===== config.mk =====
export PLATFORM = sky130hd
export DESIGN_NAME = brg_pri_status
export DESIGN_NICKNAME = d
export VERILOG_FILES = /design/src/rtl/brg_stat_pkg.sv /design/src/rtl/brg_stat_setq.sv /design/src/rtl/brg_stat_w1c.sv /design/src/rtl/brg_stat_flag.sv /design/src/rtl/brg_pri_status.sv
export SDC_FILE = /design/constraint.sdc
export NUM_CORES = 1
export LEC_CHECK = 0
export BUFFER_PORTS_ARGS = -buffer_cell sky130_fd_sc_hd__buf_2
export CAP_MARGIN = 40
export CORE_MARGIN = 10
export CORE_UTILIZATION = 35
export CTS_CLUSTER_DIAMETER = 200
export DETAILED_ROUTE_END_ITERATION = 8
export GPL_TIMING_DRIVEN = 0
export HOLD_SLACK_MARGIN = 0.06
export PLACE_DENSITY_LB_ADDON = 0.3
export SYNTH_ARGS = -nofsm -noshare
export SYNTH_HDL_FRONTEND = slang
export SYNTH_HIERARCHICAL = 1
export SYNTH_SLANG_ARGS = --single-unit

===== constraint.sdc =====
create_clock -name clk -period 0.8 [get_ports clk]
set_input_delay 0.08 -clock clk [delete_from_list [all_inputs] [get_ports clk]]
set_output_delay 0.08 -clock clk [all_outputs]
set_load 0.1 [all_outputs]

===== src/rtl/brg_stat_pkg.sv =====
package brg_stat_pkg;
  localparam int STAT_W  = 16;
  localparam int BYTE_W  = 8;
  localparam int NUM_BE  = STAT_W / BYTE_W;

  localparam int B_CAP    = 4;
  localparam int B_66M    = 5;
  localparam int B_FBB    = 7;
  localparam int B_MDPE   = 8;
  localparam int B_DSEL   = 9;
  localparam int B_STA    = 11;
  localparam int B_RTA    = 12;
  localparam int B_RMA    = 13;
  localparam int B_SSE    = 14;
  localparam int B_DPE    = 15;

  localparam logic [STAT_W-1:0] STICKY_MASK =
    (STAT_W'(1) << B_MDPE) | (STAT_W'(1) << B_STA) | (STAT_W'(1) << B_RTA) |
    (STAT_W'(1) << B_RMA)  | (STAT_W'(1) << B_SSE) | (STAT_W'(1) << B_DPE);

  typedef struct packed {
    logic mst_rd_perr_drv;
    logic mst_wr_perr_seen;
    logic tgt_abort_sent;
    logic mst_tabort_rcvd;
    logic mst_mabort_rcvd;
    logic serr_driven;
    logic tgt_addr_perr;
    logic tgt_wr_data_perr;
    logic mst_rd_data_perr;
  } brg_evt_t;

  function automatic logic [STAT_W-1:0] fixed_word(input logic cap, input logic f66,
                                                   input logic fbb, input logic [1:0] dsel);
    logic [STAT_W-1:0] w;
    w = '0;
    w[B_CAP]          = cap;
    w[B_66M]          = f66;
    w[B_FBB]          = fbb;
    w[B_DSEL+1:B_DSEL] = dsel;
    return w;
  endfunction
endpackage


===== src/rtl/brg_stat_setq.sv =====
module brg_stat_setq
  import brg_stat_pkg::*;
(
  input  brg_evt_t          evt,
  input  logic              perr_resp_en,
  output logic [STAT_W-1:0] set_vec
);
  always_comb begin
    set_vec         = '0;
    set_vec[B_MDPE] = perr_resp_en & (evt.mst_rd_perr_drv | evt.mst_wr_perr_seen);
    set_vec[B_STA]  = evt.tgt_abort_sent;
    set_vec[B_RTA]  = evt.mst_tabort_rcvd;
    set_vec[B_RMA]  = evt.mst_mabort_rcvd;
    set_vec[B_SSE]  = evt.serr_driven;
    set_vec[B_DPE]  = evt.tgt_addr_perr | evt.tgt_wr_data_perr | evt.mst_rd_data_perr;
  end
endmodule


===== src/rtl/brg_stat_w1c.sv =====
module brg_stat_w1c
  import brg_stat_pkg::*;
(
  input  logic              wr_en,
  input  logic [STAT_W-1:0] wr_data,
  input  logic [NUM_BE-1:0] wr_be,
  output logic [STAT_W-1:0] clr_vec
);
  for (genvar b = 0; b < NUM_BE; b++) begin : g_lane
    assign clr_vec[b*BYTE_W +: BYTE_W] =
      wr_data[b*BYTE_W +: BYTE_W] & {BYTE_W{wr_en & wr_be[b]}};
  end
endmodule


===== src/rtl/brg_stat_flag.sv =====
module brg_stat_flag (
  input  logic clk,
  input  logic rst_n,
  input  logic set_i,
  input  logic clr_i,
  output logic q_o
);
  logic q_nxt;
  logic q_en;

  always_comb begin
    q_en  = set_i | clr_i;
    q_nxt = set_i;
  end

  always_ff @(posedge clk or negedge rst_n) begin
    if (!rst_n)     q_o <= 1'b0;
    else if (q_en)  q_o <= q_nxt;
  end
endmodule


===== src/rtl/brg_pri_status.sv =====
module brg_pri_status
  import brg_stat_pkg::*;
#(
  parameter logic       HAS_CAP_LIST = 1'b1,
  parameter logic       CAP_66MHZ    = 1'b1,
  parameter logic       FBB_DIFF_TGT = 1'b0,
  parameter logic [1:0] DEVSEL_SPEED = 2'b01
) (
  input  logic        clk,
  input  logic        rst_n,
  input  logic        cfg_wr_en,
  input  logic [15:0] cfg_wr_data,
  input  logic [1:0]  cfg_wr_be,
  input  logic        perr_resp_en,
  input  logic        mst_rd_perr_drv,
  input  logic        mst_wr_perr_seen,
  input  logic        tgt_abort_sent,
  input  logic        mst_tabort_rcvd,
  input  logic        mst_mabort_rcvd,
  input  logic        serr_driven,
  input  logic        tgt_addr_perr,
  input  logic        tgt_wr_data_perr,
  input  logic        mst_rd_data_perr,
  output logic [15:0] rd_data
);
  localparam logic [STAT_W-1:0] FIXED = fixed_word(HAS_CAP_LIST, CAP_66MHZ,
                                                   FBB_DIFF_TGT, DEVSEL_SPEED);

  if (DEVSEL_SPEED == 2'b11) begin : g_bad_dsel
    $error("DEVSEL_SPEED value 2'b11 is reserved");
  end

  brg_evt_t          evt;
  logic [STAT_W-1:0] set_vec;
  logic [STAT_W-1:0] clr_vec;
  logic [STAT_W-1:0] stat_bits;
  logic [STAT_W-1:0] unused_bits;

  always_comb begin
    evt.mst_rd_perr_drv  = mst_rd_perr_drv;
    evt.mst_wr_perr_seen = mst_wr_perr_seen;
    evt.tgt_abort_sent   = tgt_abort_sent;
    evt.mst_tabort_rcvd  = mst_tabort_rcvd;
    evt.mst_mabort_rcvd  = mst_mabort_rcvd;
    evt.serr_driven      = serr_driven;
    evt.tgt_addr_perr    = tgt_addr_perr;
    evt.tgt_wr_data_perr = tgt_wr_data_perr;
    evt.mst_rd_data_perr = mst_rd_data_perr;
  end

  brg_stat_setq u_setq (
    .evt          (evt),
    .perr_resp_en (perr_resp_en),
    .set_vec      (set_vec)
  );

  brg_stat_w1c u_w1c (
    .wr_en   (cfg_wr_en),
    .wr_data (cfg_wr_data),
    .wr_be   (cfg_wr_be),
    .clr_vec (clr_vec)
  );

  for (genvar i = 0; i < STAT_W; i++) begin : g_bit
    if (STICKY_MASK[i]) begin : g_sticky
      brg_stat_flag u_flag (
        .clk   (clk),
        .rst_n (rst_n),
        .set_i (set_vec[i]),
        .clr_i (clr_vec[i]),
        .q_o   (stat_bits[i])
      );
      assign unused_bits[i] = 1'b0;
    end else begin : g_fixed
      assign stat_bits[i]   = FIXED[i];
      assign unused_bits[i] = set_vec[i] ^ clr_vec[i];
    end
  end

  assign rd_data = stat_bits;
endmodule


==> results.yml <==
worst_setup_path:
  cp.arrival_ps: 900
  crit_family: "flip-flops"
  cpPeakStageDelay_ps: 490
  cp-start-kind: "register"
  path_cells: "buf_12"
  worstSetupEndpointType: "output port"
  cp_num_buf_inv: 1
  critPathMaxFanout: 2
  cp.required_ps: 720
  slowest_stage: "dfrtp_4"
  crit_type: "reg -> out"
layout:
  largest_reg_flops: 6
  fin_area_um2: 754
  n_antenna_cell: 0
  fin_cells: 96
  syn_to_final_growth_pct: 89.6
  drive_above_1_share_pct: 62.2
  regMostFlops: "g_bit.g_sticky.u_flag/q_o"
  reg_top3: "g_bit.g_sticky.u_flag/q_o (6)"
  final_nets: 115
route:
  drtPass1Iterations: 1
  drt_iter0_drc: 0
  ant_nets: 0
  vias: 375
  wire_per_inst_um: 12.3
  totalWireLength_um: 1180
  via_per_inst: 3.91
  drcViolationCount: 0
sta:
  rsz0062_at_grt: "yes"
  slew_viol_final: 0
  finalHoldViolCount: 0
  final.period_utilization_pct: 123
  fin_crit_ps: 984
  whs_ps: 106
  fin_ws_ps: -184
  finalSetupViolCount: 8
  fin_skew_ps: 0
  clock.fmax_ghz: 1.02
  finalSetupTns_ps: -1200
synth:
  syn-mean-instance-area_um2: 9.25
  synth_warnings: 6
  netlist_instances: 43
  synth_area_um2: 398
global_routing:
  antenna_found_initial: 0
  grt_pass1_vias: 425
  gr-total-overflow: 0
  grt_max_degree: 7
  grt_pass1_wl_um: 1790
  grt.total_usage_pct: 8.64
clock_network:
  clock_path_buffers: 2
  cts_buffers: 3
  clk_latency_ps: 240
  clk_pin_slew_ps: 50
  root_buffer: "clkbuf_4"
  cts_num_sinks: 6
  cts_tree: "built"
  htreeDepth: 1
die:
  io_pins: 47
  dieArea_um2: 2890
  rows: 12
  design.core.area_um2: 1100
  start_util_pct: 36.3
  dieHeight_um: 53.7
  fp.dieW_um: 53.7
hold_path:
  min_path_type: "in -> reg"
placed_design:
  place_inst: 86
  dp_hpwl_um: 914
  gp_congestion: 0.655
  dpl-instance-area_um2: 573
  io_buffers: 21
job:
  cap_violations: 0
pwr:
  leakagePower_nw: 0.393
  irDropWorstVdd_mv: 0.948
  power_density_nw_per_um2: 1550
status:
  status: "complete, but fails checks"
  violations: "setup timing"
## layout make-up
type                    instances  area (um2)
clock buffers                   3        22.5
well taps                      14        17.5
repair buffers                 28         264
inverters                       6        22.5
fillers                        92         342
multi-input cells              24         139
flip-flops and latches          6         173
plain buffers                  15         116
## per-layer routing
metal,part of all wire (%),global-route usage (%),up-vias
li1,-,-,191
met1,29,6.51,164
met2,56,16.4,20
met3,15,5.79,0
met4,0,3.78,0
met5,0,0,-
## path summary, 6_finish.rpt
kind / from / endpoint / slack (ps) / cells past startpoint
hold reg to reg: g_bit[8].g_sticky.u_flag/q_o$_DFFE_PN0P_ / g_bit[8].g_sticky.u_flag/q_o$_DFFE_PN0P_ / 560 / 1
max in group asynchronous: rst_n / g_bit[15].g_sticky.u_flag/q_o$_DFFE_PN0P_ / 440 / 2
setup reg to reg: g_bit[13].g_sticky.u_flag/q_o$_DFFE_PN0P_ / g_bit[13].g_sticky.u_flag/q_o$_DFFE_PN0P_ / -70 / 2
setup / recovery: g_bit[14].g_sticky.u_flag/q_o$_DFFE_PN0P_ / rd_data[14] / -180 / 1
min in group asynchronous: rst_n / g_bit[8].g_sticky.u_flag/q_o$_DFFE_PN0P_ / 190 / 2
hold / removal: mst_rd_data_perr / g_bit[15].g_sticky.u_flag/q_o$_DFFE_PN0P_ / 110 / 3
## report_power, final
part	total [W]	leakage (nW)	switching, W	internal (W)
clock	0.000275	0.0138	0.000105	0.000169
sequential	0.000347	0.0563	0.0000175	0.000330
combinational	0.000550	0.323	0.000372	0.000179
total	0.00117	0.393	0.000494	0.000678
## what timing repair did
| item | 4_1_cts | 5_1_grt |
|---|---|---|
| setup endpoints to repair | 6 | 6 |
| hold buffers | 5 | 0 |
| hold endpoints to repair | 10 | 0 |
| resized for setup | 24 | 1 |
| buffers inserted | 0 | 2 |
## per-stage QoR
stage | total power [W] | utilization (%) | setup WS [ps]
after floorplan | 0.000747 | - | -110
after global placement | 0.000809 | 52.3 | -87.7
after detailed placement | 0.000812 | 52.3 | -90.6
after CTS | 0.00117 | 67.1 | -188
after global routing | 0.00124 | 68.8 | -204
final | 0.00117 | 68.8 | -184
## layout by cell type, fill, tap and decap left out
cell type / count
buf_4: 15
and3_2: 4
dfrtp_4: 6
inv_1: 6
dlygate4sd3_1: 5
or3_1: 1
buf_6: 2
conb_1: 10
o21a_1: 1
and3_1: 2
buf_12: 6
a21o_1: 6
clkbuf_4: 3
buf_2: 15
Power figures use the tool's default switching activity.
